## src/rtl/fpcc_pkg.sv

```systemverilog
package fpcc_pkg;
  localparam int CLS_W = 6;

  // class bit positions (decoded by neighbours, so fixed)
  localparam int CLS_ZERO   = 0;
  localparam int CLS_DENORM = 1;
  localparam int CLS_NORMAL = 2;
  localparam int CLS_INF    = 3;
  localparam int CLS_QNAN   = 4;
  localparam int CLS_SNAN   = 5;

  typedef logic [CLS_W-1:0] cls_t;

  typedef enum logic [1:0] {
    CMP_EQ = 2'b00,
    CMP_LT = 2'b01,
    CMP_GT = 2'b10,
    CMP_UN = 2'b11
  } cmp_e;
endpackage

```

## src/rtl/fpcc_rst_sync.sv

```systemverilog
module fpcc_rst_sync (
  input  logic clk,
  input  logic rst_n,
  output logic rst_ns
);
  logic stage_q;
  logic out_q;

  always_ff @(posedge clk or negedge rst_n) begin
    if (!rst_n) begin
      stage_q <= 1'b0;
      out_q   <= 1'b0;
    end else begin
      stage_q <= 1'b1;
      out_q   <= stage_q;
    end
  end

  assign rst_ns = out_q;
endmodule

```

## src/rtl/fpcc_classify.sv

```systemverilog
module fpcc_classify #(
  parameter  int EXP_W  = 8,
  parameter  int FRAC_W = 23,
  localparam int WORD_W = 1 + EXP_W + FRAC_W,
  localparam int MAG_W  = EXP_W + FRAC_W
) (
  input  logic [WORD_W-1:0] word_i,
  output fpcc_pkg::cls_t    cls_o,
  output logic              sign_o,
  output logic [MAG_W-1:0]  mag_o,
  output logic              nan_o,
  output logic              zero_o,
  output logic              snan_o
);
  import fpcc_pkg::*;

  logic [EXP_W-1:0]  exp_f;
  logic [FRAC_W-1:0] frac_f;
  logic              exp_top;
  logic              exp_bot;
  logic              frac_none;

  assign sign_o    = word_i[WORD_W-1];
  assign exp_f     = word_i[WORD_W-2 -: EXP_W];
  assign frac_f    = word_i[FRAC_W-1:0];
  assign mag_o     = word_i[MAG_W-1:0];
  assign exp_top   = &exp_f;
  assign exp_bot   = ~|exp_f;
  assign frac_none = ~|frac_f;

  always_comb begin
    cls_o = '0;
    if (exp_top) begin
      if (frac_none)               cls_o[CLS_INF]  = 1'b1;
      else if (frac_f[FRAC_W-1])   cls_o[CLS_QNAN] = 1'b1;
      else                         cls_o[CLS_SNAN] = 1'b1;
    end else if (exp_bot) begin
      if (frac_none)               cls_o[CLS_ZERO]   = 1'b1;
      else                         cls_o[CLS_DENORM] = 1'b1;
    end else begin
      cls_o[CLS_NORMAL] = 1'b1;
    end
  end

  assign nan_o  = exp_top & ~frac_none;
  assign snan_o = nan_o & ~frac_f[FRAC_W-1];
  assign zero_o = exp_bot & frac_none;
endmodule

```

## src/rtl/fpcc_order.sv

```systemverilog
module fpcc_order #(
  parameter int MAG_W = 31
) (
  input  logic             sign_a,
  input  logic             sign_b,
  input  logic [MAG_W-1:0] mag_a,
  input  logic [MAG_W-1:0] mag_b,
  input  logic             nan_a,
  input  logic             nan_b,
  input  logic             zero_a,
  input  logic             zero_b,
  output fpcc_pkg::cmp_e   code_o
);
  import fpcc_pkg::*;

  logic a_bigger;
  logic mag_same;

  assign a_bigger = mag_a > mag_b;
  assign mag_same = mag_a == mag_b;

  // magnitude order maps to value order; infinities sit above every finite
  // magnitude, so the affine ordering falls out of the same compare
  always_comb begin
    if (nan_a || nan_b)          code_o = CMP_UN;
    else if (zero_a && zero_b)   code_o = CMP_EQ;
    else if (sign_a != sign_b)   code_o = sign_a ? CMP_LT : CMP_GT;
    else if (mag_same)           code_o = CMP_EQ;
    else if (a_bigger ^ sign_a)  code_o = CMP_GT;
    else                         code_o = CMP_LT;
  end
endmodule

```

## src/rtl/fpcc_invalid.sv

```systemverilog
module fpcc_invalid #(
  parameter  int EXP_W  = 8,
  parameter  int FRAC_W = 23,
  localparam int WORD_W = 1 + EXP_W + FRAC_W
) (
  input  logic              snan_a,
  input  logic              snan_b,
  input  logic              mask_i,
  output logic              invalid_o,
  output logic              res_nan_o,
  output logic [WORD_W-1:0] res_word_o
);
  localparam logic [WORD_W-1:0] INDEF =
    {1'b1, {EXP_W{1'b1}}, 1'b1, {(FRAC_W-1){1'b0}}};

  assign invalid_o  = snan_a | snan_b;
  assign res_nan_o  = invalid_o & mask_i;
  assign res_word_o = res_nan_o ? INDEF : '0;
endmodule

```

## src/rtl/fp_special_cmp.sv

```systemverilog
module fp_special_cmp #(
  parameter  int EXP_W  = 8,
  parameter  int FRAC_W = 23,
  localparam int WORD_W = 1 + EXP_W + FRAC_W,
  localparam int MAG_W  = EXP_W + FRAC_W
) (
  input  logic              clk,
  input  logic              rst_n,
  input  logic              in_valid,
  input  logic              exc_mask,
  input  logic [WORD_W-1:0] op_a,
  input  logic [WORD_W-1:0] op_b,
  output logic              out_valid,
  output logic [5:0]        class_a,
  output logic [5:0]        class_b,
  output logic [1:0]        cmp_res,
  output logic              invalid_flag,
  output logic              res_nan,
  output logic [WORD_W-1:0] res_word
);
  import fpcc_pkg::*;

  localparam logic [WORD_W-1:0] INDEF =
    {1'b1, {EXP_W{1'b1}}, 1'b1, {(FRAC_W-1){1'b0}}};

  logic rst_ns;

  fpcc_rst_sync u_rst (.clk(clk), .rst_n(rst_n), .rst_ns(rst_ns));

  // per-operand decode, one instance per operand
  logic [WORD_W-1:0] ops   [2];
  cls_t              cls   [2];
  logic              sgn   [2];
  logic [MAG_W-1:0]  mag   [2];
  logic              isnan [2];
  logic              iszer [2];
  logic              issn  [2];

  assign ops[0] = op_a;
  assign ops[1] = op_b;

  for (genvar g = 0; g < 2; g++) begin : g_dec
    fpcc_classify #(.EXP_W(EXP_W), .FRAC_W(FRAC_W)) u_cls (
      .word_i(ops[g]),
      .cls_o (cls[g]),
      .sign_o(sgn[g]),
      .mag_o (mag[g]),
      .nan_o (isnan[g]),
      .zero_o(iszer[g]),
      .snan_o(issn[g])
    );
  end

  cmp_e cmp_c;

  fpcc_order #(.MAG_W(MAG_W)) u_ord (
    .sign_a(sgn[0]),  .sign_b(sgn[1]),
    .mag_a (mag[0]),  .mag_b (mag[1]),
    .nan_a (isnan[0]), .nan_b(isnan[1]),
    .zero_a(iszer[0]), .zero_b(iszer[1]),
    .code_o(cmp_c)
  );

  logic              inv_c;
  logic              rnan_c;
  logic [WORD_W-1:0] rword_c;

  fpcc_invalid #(.EXP_W(EXP_W), .FRAC_W(FRAC_W)) u_inv (
    .snan_a    (issn[0]),
    .snan_b    (issn[1]),
    .mask_i    (exc_mask),
    .invalid_o (inv_c),
    .res_nan_o (rnan_c),
    .res_word_o(rword_c)
  );

  // next-state
  logic              vld_d, inv_d, rnan_d, data_en;
  logic              vld_q, inv_q, rnan_q;
  cls_t              cla_q, clb_q;
  logic [1:0]        cmp_q;
  logic [WORD_W-1:0] rword_d, rword_q;

  always_comb begin
    data_en = in_valid;
    vld_d   = in_valid;
    inv_d   = in_valid & inv_c;
    rnan_d  = in_valid & rnan_c;
    rword_d = in_valid ? rword_c : '0;
  end

  // registers
  always_ff @(posedge clk or negedge rst_ns) begin
    if (!rst_ns) begin
      vld_q   <= 1'b0;
      inv_q   <= 1'b0;
      rnan_q  <= 1'b0;
      rword_q <= '0;
      cla_q   <= '0;
      clb_q   <= '0;
      cmp_q   <= '0;
    end else begin
      vld_q   <= vld_d;
      inv_q   <= inv_d;
      rnan_q  <= rnan_d;
      rword_q <= rword_d;
      if (data_en) begin
        cla_q <= cls[0];
        clb_q <= cls[1];
        cmp_q <= cmp_c;
      end
    end
  end

  assign out_valid    = vld_q;
  assign class_a      = cla_q;
  assign class_b      = clb_q;
  assign cmp_res      = cmp_q;
  assign invalid_flag = inv_q;
  assign res_nan      = rnan_q;
  assign res_word     = rword_q;

  // assertions
  p_nan_unordered_r5: assert property (@(posedge clk) disable iff (!rst_ns)
    (vld_q && (cla_q[CLS_QNAN] || cla_q[CLS_SNAN] || clb_q[CLS_QNAN] || clb_q[CLS_SNAN]))
      |-> (cmp_q == CMP_UN));

  p_invalid_snan_r9: assert property (@(posedge clk) disable iff (!rst_ns)
    vld_q |-> (inv_q == (cla_q[CLS_SNAN] || clb_q[CLS_SNAN])));

  p_masked_indef_r10: assert property (@(posedge clk) disable iff (!rst_ns)
    rnan_q |-> (inv_q && rword_q == INDEF));

  p_unmasked_plain_r10: assert property (@(posedge clk) disable iff (!rst_ns)
    (in_valid && !exc_mask) |=> (!rnan_q && rword_q == '0));

  p_valid_follow_r11: assert property (@(posedge clk) disable iff (!rst_ns)
    in_valid |=> vld_q);

  p_valid_drop_r11: assert property (@(posedge clk) disable iff (!rst_ns)
    !in_valid |=> !vld_q);

  p_flags_idle_r13: assert property (@(posedge clk) disable iff (!rst_ns)
    !vld_q |-> (!inv_q && !rnan_q));

  p_class_onehot_r1: assert property (@(posedge clk) disable iff (!rst_ns)
    vld_q |-> ($countones(cla_q) == 1 && $countones(clb_q) == 1));
endmodule

```

## config.mk

```make
export PLATFORM = sky130hd
export DESIGN_NAME = fp_special_cmp
export DESIGN_NICKNAME = d
export VERILOG_FILES = /design/src/rtl/fpcc_pkg.sv /design/src/rtl/fpcc_rst_sync.sv /design/src/rtl/fpcc_classify.sv /design/src/rtl/fpcc_order.sv /design/src/rtl/fpcc_invalid.sv /design/src/rtl/fp_special_cmp.sv
export SDC_FILE = /design/constraint.sdc
export NUM_CORES = 1
export LEC_CHECK = 0
export BUFFER_PORTS_ARGS = -buffer_cell sky130_fd_sc_hd__buf_2
export CAP_MARGIN = 15
export CORE_MARGIN = 5
export CORE_UTILIZATION = 23
export DETAILED_ROUTE_END_ITERATION = 12
export PLACE_DENSITY = 0.52
export SYNTH_ARGS = -nofsm -noshare
export SYNTH_HDL_FRONTEND = slang
export SYNTH_SLANG_ARGS = --single-unit
```

## constraint.sdc

```tcl
create_clock -name clk -period 1.5 [get_ports clk]
set_input_delay 0.3 -clock clk [delete_from_list [all_inputs] [get_ports clk]]
set_output_delay 0.3 -clock clk [all_outputs]
set_load 0.1 [all_outputs]
```

# Word level (Yosys, flattened, before mapping)
# Cells that the tools add are included.
# op_classes
n_lt_le_gt_ge	1
eq_ne	2
muxes	26
bitwise_logic	13
n_reduce_logical	12
# ops
cell	n
2-to-1 mux 32 bit	2
OR reduction 23 bit	2
equality test 31 bit	1
greater-than comparator 31 bit	1
2-to-1 mux 2 bit	10
AND reduction 8 bit	2
OR reduction 8 bit	2
2-to-1 mux 3 bit	4
2-to-1 mux 1 bit	10
bitwise AND 1 bit	9
zero test 1 bit	4
inverter 1 bit	2
logical AND 1 bit	1
logical OR 1 bit	1
!= test 1 bit	1
OR 1 bit	1
bitwise XOR 1 bit	1
# totals
ff_bits	51
in_bits	68
output_inout_bits	49
word_cells	63

# Logic depth before layout (Yosys ltp)
# Gate-level depths: netlist (run 1).
# logic_depth
word_depth	7
depth_mapped	8
mapped_depth_nobuf	8

# Cells and area by module
# A second synthesis (run 1) with hierarchy kept.
# hier_totals
hier_cells	382
area_unflattened_um2	3647.2
# modules_own_cells
mod	instances	cells_each	area_each_um2	seq_area_each_um2
fp_special_cmp	1	102	1646.6	1226.2
fpcc_order	1	124	858.3	0.0
fpcc_classify	2	59	415.4	0.0
fpcc_invalid	1	35	257.7	0.0
fpcc_rst_sync	1	3	53.8	50.0

# Worst setup path before layout (run 1)
# OpenSTA, ideal clock, no wires.
# synth_timing
path_kind	input-to-reg
from	input op_b[10]
to	register cmp_q[1] (netlist: cmp_res[1])
setup_time_ns	0.080
t_arrival_ns	1.733
t_required_ns	1.420
setup_slack_ns	-0.313
path_stages	8
n_path_buf	0
path_cell_list	inv_1 ha_1 a21oi_2 o21ai_2 a211oi_2 a21boi_2 or4b_1 o211ai_2
# synth_via
elab_chain_len	7
elab_cells_between_ends	14
cone_classes	order compare (1); eq/ne (1); mux (5); bitwise (3); reduce/logical (4)
# synth_lines
item	line_no	source
start, declared	fp_special_cmp.sv:12	input logic [WORD_W-1:0] op_b,
greater-than comparator 31 bit	fpcc_order.sv:19	assign a_bigger = mag_a > mag_b;
bitwise XOR 1 bit	fpcc_order.sv:29	else if (a_bigger ^ sign_a) code_o = CMP_GT;
2-to-1 mux 2 bit	fpcc_order.sv:29	
2-to-1 mux 2 bit	fpcc_order.sv:28	else if (mag_same) code_o = CMP_EQ;
2-to-1 mux 2 bit	fpcc_order.sv:27	else if (sign_a != sign_b) code_o = sign_a ? CMP_LT : CMP_GT;
2-to-1 mux 2 bit	fpcc_order.sv:26	else if (zero_a && zero_b) code_o = CMP_EQ;
2-to-1 mux 2 bit *	fpcc_order.sv:25	if (nan_a || nan_b) code_o = CMP_UN;
end signal, assigned	fp_special_cmp.sv:110	cmp_q <= cmp_c;
end, declared	fp_special_cmp.sv:81	logic [1:0] cmp_q;
# Mark *: on every way between the ends. The rest lies on a longest branch, timed or not.
# A chain may end at the register's enable or synchronous reset.

# Final worst setup path (run 1)
# layout_timing
from	input op_b[4]
to	register cmp_q[0] (netlist: cmp_res[0])
# The elaborated chain is that of the path after synthesis.

==> summary.txt, run 1 <==
switching share of power = 0.4445
worst path required time = 1.67 ns
Setup violations, final = 2
clock sinks = 19
DRC viols = 0
CP endpoint kind = flip-flop
Avg Vias per Cell = 4.467
top-area cell type share of the netlist area = 0.2328
maximum clock frequency = 591.7 MHz
list of most frequent post-synthesis cells = inv_1, buf_4, ha_1, dfrtp_1
Reg clk slew, reported paths = 0.07 ns
Die Height = 104.2 um
pin count of the biggest net entering global routing = 18
failing checks = setup timing
CP max-delay cell = or4b_1
clk_skew = 0.002922 ns
routability congestion estimate = 0.8540
RSZ-0062 raised after global routing = true
row cnt = 34
All-Layer GR Usage = 0.1178
Sw Pwr = 0.0008510 W
first-pass GRT wire length = 10.64 mm
Starting Density = 0.2353
Routed WL = 6.905 mm
Period minus WS final = 1.690 ns
Final Cycle Share = 1.127
syn avg cell area = 8.234 um2
PD cells = 567.4 nW/um2
Seq cells post-synth = 19
Num CTS Buffers = 3
Synth cell types = 36
dominant cell type by area after synthesis = dfrtp_1
Clock Path Buffers = 2
FFs w/ async S/R, synth = 1.000
die width = 104.2 um
Worst EP arrival = 1.86 ns
gr ovfl total = 0
hold slack = 0.1889 ns
Final ANT Viol Nets = 0
CP peak stage delay = 0.49 ns
Post-synth EDFFs = 0
CP cell instances = buf_6 > inv_4 > ha_4 > a211oi_4 > nor2_2 > o31ai_4 > a21boi_2 > or4b_1 > o211ai_1
crit start category = primary input
Hold Crit Class = reg2async
Yosys warnings = 0
share of power burned in registers = 0.284
Seq/Total Area, Yosys = 0.2328
core region area = 8678 um2
Layout Cells excl Fill = 490
port bufs = 94
worst vdd ir = 0.0003064 V
outcome = finished, violations left
layout cells sized above 1 = 0.5576
Placed Area = 2834 um2
Primary FF master, synth = dfrtp_1
Max FO, Critical Path = 2
Final WS setup = -0.1901 ns
WS Path Type = in2reg
Post-Syn Instances = 248
Worst Max-Slew Pin Slew = 0.5203 ns
fin. max-slew vios = 0
Final Hold Viols = 0
n_diodes = 0
# IOs = 117
total die area = 10860 um2
CTS H-tree lvls = 1
Clk network pwr share = 0.185
Max Cap Viol = 0
vias in the first global route = 2251
initial DRC count = 73
worst skew pair latency = 0.25 ns
Internal Pwr Total = 0.001064 W
TritonCTS clock tree = built
HPWL after DPL = 5.743 mm
Area contributors post-synth = dfrtp_1, ha_1, buf_4, inv_1, nand4_1
post-layout instance area = 3374 um2
Fillers = 900
# placed instances = 482
Lkg Pwr = 1.603 nW
Max-slew headroom = 0.6555
vias = 2189
root buf cell = clkbuf_8
most frequent cell after synthesis = inv_1
setup TNS = -0.3708 ns
combinational share of power = 0.531
Final nets = 482
synthesis-to-finish area growth = 65.26%
Cell Area, Synth = 2042 um2
wire length per cell = 14.09 um
drt first pass iters = 4
antenna violations before repair = 0
## placed cells by master, fill, tap and decap left out, types with 10 or more instances in the layout
cell type and n:
inv_1 24, dfrtp_1 18, ha_1 10, nor2_1 10, buf_2 74, ha_4 21
buf_6 10, inv_2 12, clkbuf_4 11, buf_4 48, nand4_1 12, nand2_1 13
conb_1 23
## path summary, 6_finish.rpt
| path | from | to | slack [ns] | cells past startpoint |
|---|---|---|---|---|
| min in group clk | exc_mask | res_word[30] | 0.27 | 2 |
| max | op_b[4] | cmp_res[0] | -0.19 | 9 |
| max reg2reg | cmp_res[0] | cmp_res[0] | 0.28 | 3 |
| max in group asynchronous | rst_n | u_rst.stage_q | 1.04 | 2 |
| min | u_rst.rst_ns | res_word[30] | 0.19 | 1 |
| min reg2reg | u_rst.rst_ns | res_word[30] | 0.19 | 1 |
## flip-flops by register name, indices dropped and copies added, names as in the netlist
| name | cells |
|---|---|
| u_rst.stage_q | 1 |
| cmp_res | 2 |
| class_b | 6 |
| class_a | 6 |
| res_word | 1 |
| invalid_flag | 1 |
| out_valid | 1 |
| u_rst.rst_ns | 1 |
## layer usage
layer  GRT usage  part of all wire  vias up
met4     0.02220             0.022        0
met5           0                 0        -
met2      0.2145              0.51       73
met1      0.1429              0.42     1000
met3     0.02421             0.049       10
li1            -                 -     1106
## power by group through the flow
stage | Clock, W | Combinational (W) | Sequential (W)
floorplan | 0 | 0.000511 | 0.000669
global placement | 0 | 0.000848 | 0.000554
detailed placement | 0 | 0.000859 | 0.000554
CTS | 0.000368 | 0.000938 | 0.000544
global route | 0.000393 | 0.00109 | 0.000546
finish | 0.000353 | 0.00102 | 0.000544
## final cells by class
type / count / area, um2 / area share
clock buffers: 4 / 45.04 / 0.01335
inverters: 37 / 141.4 / 0.04190
multi-input cells: 178 / 1640 / 0.4861
flip-flops and latches: 19 / 476.7 / 0.1413
well taps: 108 / 135.1 / 0.04004
repair buffers: 144 / 935.9 / 0.2773
## per-stage QoR
| step | worst slack, ns | power, W | utilization |
|---|---|---|---|
| final | -0.1901 | 0.001915 | 0.3888 |
| after global routing | -0.2525 | 0.002031 | 0.3888 |
| after CTS | -0.2339 | 0.001849 | 0.3630 |
| after detailed placement | -0.5556 | 0.001412 | 0.3266 |
| after global placement | -0.4853 | 0.001402 | 0.3266 |
| after floorplan | -0.2550 | 0.001180 | - |
## worst max-delay path: cells and delay by family
family	cells	cell delay [ns]
AO/OA/AOI/OAI	4	0.66
adder cells (fa/ha/maj)	1	0.19
buffers and inverters	2	0.14
AND/OR/NAND/NOR	2	0.56
## timing repair
action / 4_1_cts / 5_1_grt
hold buffers: 1 / 0
gates resized for setup: 40 / 46
setup endpoints to repair: 3 / 12
pin swaps: 16 / 20
endpoints found under the hold margin: 2 / 0
buffers inserted: 3 / 1
## cells by family (layout without fill, tap and decap cells)
family / Yosys count / count (layout) / synth area share
and+or+nand+nor: 71 / 71 / 0.1912
adders and majority gates: 31 / 31 / 0.1900
other: 2 / 23 / 0.003678
buffers and inverters: 72 / 185 / 0.1912
AOI/OAI and AO/OA: 53 / 53 / 0.1912
DFF: 19 / 19 / 0.2328
Power figures use the tool's default switching activity.
==> inputs of run 2 (changes only) <==
- ABC_AREA: unset -> 1
==> summary.txt, run 2 <==
Final WS setup = -0.007312 ns (was -0.1901 ns)
worst vdd ir = 0.0003044 V (was 0.0003064 V)
TritonCTS clock tree = built (unchanged)
Post-Syn Instances = 310 (was 248)
Worst Max-Slew Pin Slew = 0.5105 ns (was 0.5203 ns)
Seq cells post-synth = 19 (unchanged)
wire length per cell = 11.52 um (was 14.09 um)
CP endpoint kind = flip-flop (unchanged)
Final ANT Viol Nets = 0 (unchanged)
Num CTS Buffers = 3 (unchanged)
All-Layer GR Usage = 0.1085 (was 0.1178)
Register Area = 476.7 um2 (unchanged)
Max FO, Critical Path = 5 (was 2)
fin. max-slew vios = 0 (unchanged)
Starting Density = 0.2321 (was 0.2353)
most common cell after layout, fill and taps aside = buf_2 (unchanged)
core region area = 9109 um2 (was 8678 um2)
Final Cycle Share = 1.005 (was 1.127)
Primary FF master, synth = dfrtp_1 (unchanged)
Area contributors post-synth = dfrtp_1, ha_1, nand2_1, buf_4, inv_1 (was dfrtp_1, ha_1, buf_4, inv_1, nand4_1)
Synth cell types = 26 (was 36)
setup TNS = -0.009750 ns (was -0.3708 ns)
port bufs = 94 (unchanged)
failing checks = setup timing (unchanged)
DRC viols = 0 (unchanged)
maximum clock frequency = 663.4 MHz (was 591.7 MHz)
Die Height = 105.9 um (was 104.2 um)
area of the multi-input gates = 1667 um2 (was 1640 um2)
PD cells = 557.7 nW/um2 (was 567.4 nW/um2)
clk_skew = 0.003899 ns (was 0.002922 ns)
outcome = finished, violations left (unchanged)
routability congestion estimate = 0.7882 (was 0.8540)
# IOs = 117 (unchanged)
Max-slew headroom = 0.6620 (was 0.6555)
antenna violations before repair = 0 (unchanged)
Yosys warnings = 0 (unchanged)
WS Path Type = in2reg (unchanged)
Routed WL = 6.292 mm (was 6.905 mm)
die width = 105.9 um (was 104.2 um)
first-pass GRT wire length = 10.08 mm (was 10.64 mm)
clock sinks = 19 (unchanged)
Hold Crit Class = reg2async (unchanged)
Fillers = 977 (was 900)
Post-CTS Setup Inserts = 0 (was 3)
pin count of the biggest net entering global routing = 13 (was 18)
Clock Path Buffers = 2 (unchanged)
HPWL after DPL = 5.638 mm (was 5.743 mm)
synthesis-to-finish area growth = 58.93% (was 65.26%)
CP peak stage delay = 0.26 ns (was 0.49 ns)
vias = 2228 (was 2189)
Lkg Pwr = 1.801 nW (was 1.603 nW)
n_diodes = 0 (unchanged)
dominant cell type by area after synthesis = dfrtp_1 (unchanged)
most frequent cells in the layout = buf_2, nand2_1, buf_4 (was buf_2, buf_4, inv_1)
Post-synth EDFFs = 0 (unchanged)
total die area = 11210 um2 (was 10860 um2)
worst path required time = 1.63 ns (was 1.67 ns)
Final nets = 535 (was 482)
Max Cap Viol = 0 (unchanged)
most frequent cell after synthesis = nand2_1 (was inv_1)
hold slack = 0.09551 ns (was 0.1889 ns)
CTS H-tree lvls = 1 (unchanged)
Period minus WS final = 1.507 ns (was 1.690 ns)
syn avg cell area = 6.821 um2 (was 8.234 um2)
CP max-delay cell = ha_4 (was or4b_1)
list of most frequent post-synthesis cells = nand2_1, inv_1, buf_4, ha_1, dfrtp_1 (was inv_1, buf_4, ha_1, dfrtp_1)
FFs w/ async S/R, synth = 1.000 (unchanged)
initial DRC count = 51 (was 73)
top-area cell type share of the netlist area = 0.2249 (was 0.2328)
crit start category = primary input (unchanged)
Avg Vias per Cell = 4.081 (was 4.467)
CP cell instances = buf_2 > inv_4 > ha_4 > nand2_2 > nor2_1 > nand3_1 > nor3_2 > nand3b_1 > o21a_1 > nand3_1 > nand2_1 > nand2_2 > a21oi_2 (was buf_6 > inv_4 > ha_4 > a211oi_4 > nor2_2 > o31ai_4 > a21boi_2 > or4b_1 > o211ai_1)
RSZ-0062 raised after global routing = true (unchanged)
vias in the first global route = 2195 (was 2251)
Worst EP arrival = 1.64 ns (was 1.86 ns)
Reg clk slew, reported paths = 0.07 ns (about the same)
Cell Area, Synth = 2115 um2 (was 2042 um2)
layout cells sized above 1 = 0.4989 (was 0.5576)
drt first pass iters = 4 (unchanged)
Final Hold Viols = 0 (unchanged)
Setup violations, final = 2 (unchanged)
root buf cell = clkbuf_8 (unchanged)
gr ovfl total = 0 (unchanged)
worst skew pair latency = 0.25 ns (about the same)
row cnt = 35 (was 34)
Seq/Total Area, Yosys = 0.2249 (was 0.2328)
run 2: changes by cell type after synthesis, sizes merged, moves of 3 or more:
cell | previous run | this run
inv | 37 | 56
nand2 | 13 | 82
nor3 | 4 | 1
o21ai | 13 | 6
o2bb2ai | 6 | 0
nor2 | 13 | 21
o211ai | 6 | 0
nand3 | 7 | 13
a211oi | 5 | 0
and4 | 3 | 0
run 2: path summary, 6_finish.rpt:
path | slack (ns) | to | depth (start not counted) | startpoint
setup / recovery | -0.007 | cmp_res[0] | 13 | op_b[12]
hold / removal | 0.1 | cmp_res[0] | 0 | u_rst.rst_ns
setup reg to reg | 0.78 | class_a[2] | 1 | class_a[2]
hold reg to reg | 0.1 | cmp_res[0] | 0 | u_rst.rst_ns
max in group asynchronous | 0.95 | res_word[30] | 1 | u_rst.rst_ns
min in group clk | 0.30 | res_word[30] | 2 | exc_mask
run 2: final cells by class:
type	count	area share
tap	111	0.04133
timing repair buffer	134	0.2375
clock buffer	4	0.01340
sequential	19	0.1418
inverter	56	0.06999
multi-input combinational	222	0.4959
run 2: cells by family after synthesis:
logic type / synth area share
flip-flops: 0.2249
buffers and inverters: 0.2166
AO/OA/AOI/OAI: 0.06746
adder cells (fa/ha/maj): 0.1834
AND/OR/NAND/NOR: 0.3041
other: 0.003552
run 2: stage by stage:
stage | total power (W) | setup slack [ns] | cell area, um2 | utilization | std cells
2_1_floorplan | 0.001221 | -0.02713 | 2419 | - | 331
4_1_cts | 0.001840 | -0.03012 | 3224 | 0.3540 | 546
6_report | 0.001874 | -0.007312 | 3361 | 0.3690 | 546
3_3_place_gp | 0.001442 | -0.2981 | 3073 | 0.3374 | 541
3_5_place_dp | 0.001453 | -0.3515 | 3073 | 0.3374 | 541
5_1_grt | 0.002008 | -0.1576 | 3361 | 0.3690 | 546
run 2: power by group:
| group | leakage, nW | switching (W) | internal, W | total [W] |
|---|---|---|---|---|
| Sequential | 0.244 | 0.00000961 | 0.000528 | 0.000538 |
| Clock | 0.0228 | 0.000156 | 0.000188 | 0.000344 |
| Combinational | 1.53 | 0.000672 | 0.000321 | 0.000993 |
| Total | 1.80 | 0.000838 | 0.00104 | 0.00187 |
run 2: timing repair:
item | 4_1_cts | 5_1_grt
endpoints found under the hold margin | 2 | 0
pin swaps | 12 | 15
endpoints found under the setup margin | 2 | 6
hold buffers | 1 | 0
resized for setup | 23 | 26
run 2: layer usage:
| metal | routed length (um) | GRT usage |
|---|---|---|
| met1 | 2815 | 0.1439 |
| met2 | 3059 | 0.1862 |
| met3 | 403 | 0.02266 |
| met4 | 13 | 0.01388 |
| met5 | 0 | 0 |
run 2: worst max-delay path: cells and delay by family:
family	cells	cell delay (ns)
AO/OA/AOI/OAI	2	0.20
adder cells (fa/ha/maj)	1	0.26
AND/OR/NAND/NOR	8	0.74
buffers and inverters	2	0.14
==> inputs of run 3 (changes only) <==
- SETUP_SLACK_MARGIN: unset -> 0.4
==> summary.txt, run 3 (synthesis results as in run 2) <==
WP buf/inv = 2 (unchanged)
root buf cell = clkbuf_8 (unchanged)
total die area = 11210 um2 (unchanged)
Max Cap Viol = 0 (unchanged)
# IOs = 117 (unchanged)
Final Cycle Share = 1.002 (was 1.005)
Clock Path Buffers = 2 (unchanged)
gr ovfl total = 0 (unchanged)
Starting Density = 0.2321 (unchanged)
RSZ-0062 raised after global routing = true (unchanged)
die width = 105.9 um (unchanged)
Crit path top cell by count = nand2_1
Reg clk slew, reported paths = 0.09 ns (was 0.07 ns)
drt first pass iters = 4 (unchanged)
core region area = 9109 um2 (unchanged)
failing checks = setup timing (unchanged)
worst vdd ir = 0.0003871 V (was 0.0003044 V)
row cnt = 35 (unchanged)
TritonCTS clock tree = built (unchanged)
Setup violations, final = 1 (was 2)
DRC viols = 0 (unchanged)
CP peak stage delay = 0.25 ns (was 0.26 ns)
vias = 2318 (was 2228)
wire length per cell = 11.68 um (was 11.52 um)
Final nets = 540 (was 535)
first-pass GRT wire length = 9.915 mm (was 10.08 mm)
clock sinks = 19 (unchanged)
outcome = finished, violations left (unchanged)
worst path required time = 1.66 ns (was 1.63 ns)
CP max-delay cell = ha_4 (unchanged)
most common cell after layout, fill and taps aside = nand2_1 (was buf_2)
HPWL after DPL = 5.519 mm (was 5.638 mm)
initial DRC count = 29 (was 51)
routability congestion estimate = 0.8383 (was 0.7882)
pin count of the biggest net entering global routing = 17 (was 13)
Lkg Pwr = 1.949 nW (was 1.801 nW)
antenna violations before repair = 2 (was 0)
Num CTS Buffers = 3 (unchanged)
crit start category = primary input (unchanged)
worst skew pair latency = 0.27 ns (was 0.25 ns)
Avg Vias per Cell = 4.199 (was 4.081)
Final WS setup = -0.003543 ns (was -0.007312 ns)
port bufs = 94 (unchanged)
CP endpoint kind = flip-flop (unchanged)
WS Path Type = in2reg (unchanged)
Final ANT Viol Nets = 0 (unchanged)
CTS H-tree lvls = 1 (unchanged)
fin. max-slew vios = 0 (unchanged)
clk_skew = 0.01556 ns (was 0.003899 ns)
Final Hold Viols = 0 (unchanged)
maximum clock frequency = 665.1 MHz (was 663.4 MHz)
setup TNS = -0.003543 ns (was -0.009750 ns)
Fillers = 865 (was 977)
Tot Pwr = 0.002026 W (was 0.001874 W)
CP cell instances = buf_8 > inv_4 > ha_4 > nand2_2 > nor2_1 > nand3_1 > nor3_2 > nand3b_1 > nand2_2 > nand2_1 > nand3_1 > nand2_1 > nand2_1 > a21oi_2 (was buf_2 > inv_4 > ha_4 > nand2_2 > nor2_1 > nand3_1 > nor3_2 > nand3b_1 > o21a_1 > nand3_1 > nand2_1 > nand2_2 > a21oi_2)
All-Layer GR Usage = 0.1077 (was 0.1085)
Setup WS pre-CTS = -0.4023 ns (was -0.3515 ns)
synthesis-to-finish area growth = 95.09% (was 58.93%)
Worst EP arrival = 1.67 ns (was 1.64 ns)
Die Height = 105.9 um (unchanged)
vias in the first global route = 2231 (was 2195)
family with the most delay on the worst path = simple AND/OR/NAND/NOR gates (unchanged)
PD cells = 491.1 nW/um2 (was 557.7 nW/um2)
Max FO, Critical Path = 5 (unchanged)
Period minus WS final = 1.504 ns (was 1.507 ns)
most frequent cells in the layout = nand2_1, buf_2, buf_4 (was buf_2, nand2_1, buf_4)
layout cells sized above 1 = 0.5818 (was 0.4989)
Hold Crit Class = reg2async (unchanged)
Routed WL = 6.446 mm (was 6.292 mm)
[run 3: cell count changes in the layout (fill, tap and decap cells not counted), moves of 6 or more]
| cell | previous run | this run |
|---|---|---|
| dfrtp_2 | 1 | 14 |
| inv_4 | 2 | 9 |
| buf_2 | 90 | 46 |
| buf_6 | 4 | 24 |
| inv_1 | 31 | 25 |
| buf_12 | 0 | 28 |
| dfrtp_1 | 18 | 4 |
[run 3: layout make-up]
type	instances	area [um2]	area share
flip-flops and latches	19	496.7	0.1204
clock buffers	3	41.29	0.01001
repair buffers	139	1394	0.3379
multi-input cells	222	1787	0.4331
inverters	56	257.7	0.06248
well taps	111	138.9	0.03367
clock inverters	1	7.507	0.001820
diodes	1	2.502	0.0006066
[run 3: repair_timing]
action                                 CTS  global route
setup endpoints to repair               42            42
pin swaps                               20            40
hold buffers                             1             0
buffers inserted                         7             4
endpoints found under the hold margin    2             0
resized for setup                       95            74
[run 3: final timing paths]
| path | from | endpoint | slack [ns] | cells past startpoint |
|---|---|---|---|---|
| worst max register to register | class_a[2] | class_a[2] | 0.61 | 2 |
| worst min-delay path | u_rst.rst_ns | out_valid | 0.02 | 0 |
| min in group clk | in_valid | out_valid | 0.27 | 1 |
| worst min register to register | u_rst.rst_ns | out_valid | 0.02 | 0 |
| worst max-delay path | op_b[24] | cmp_res[1] | -0.004 | 14 |
| max in group asynchronous | rst_n | u_rst.stage_q | 1.05 | 2 |
[run 3: metrics by stage]
step	hold slack [ns]	instance area, um2	cells	utilization
4_1_cts	0.02659	3772	547	0.4141
3_3_place_gp	0.01481	3271	535	0.3591
6_report	0.02132	4125	552	0.4529
2_1_floorplan	0.004409	2610	331	-
3_5_place_dp	0.02034	3271	535	0.3591
5_1_grt	0.03391	4125	552	0.4529
[run 3: metal layers]
layer	track usage	vias to the layer above	wire, um
met5	0	-	11
met4	0.03053	2	101
met3	0.02388	12	355
met2	0.1963	63	3271
met1	0.1258	1033	2707
li1	-	1208	-
[run 3: where the power goes]
part | total, W | internal [W] | switching [W]
Sequential | 0.000544 | 0.000529 | 0.0000153
Clock | 0.000379 | 0.000188 | 0.000191
Combinational | 0.00110 | 0.000408 | 0.000696
[run 3: worst register-to-register path, cell delays in order, from the launching register on]
cell     delay (ns)
dfrtp_2        0.43
buf_4          0.14
a22o_1         0.22
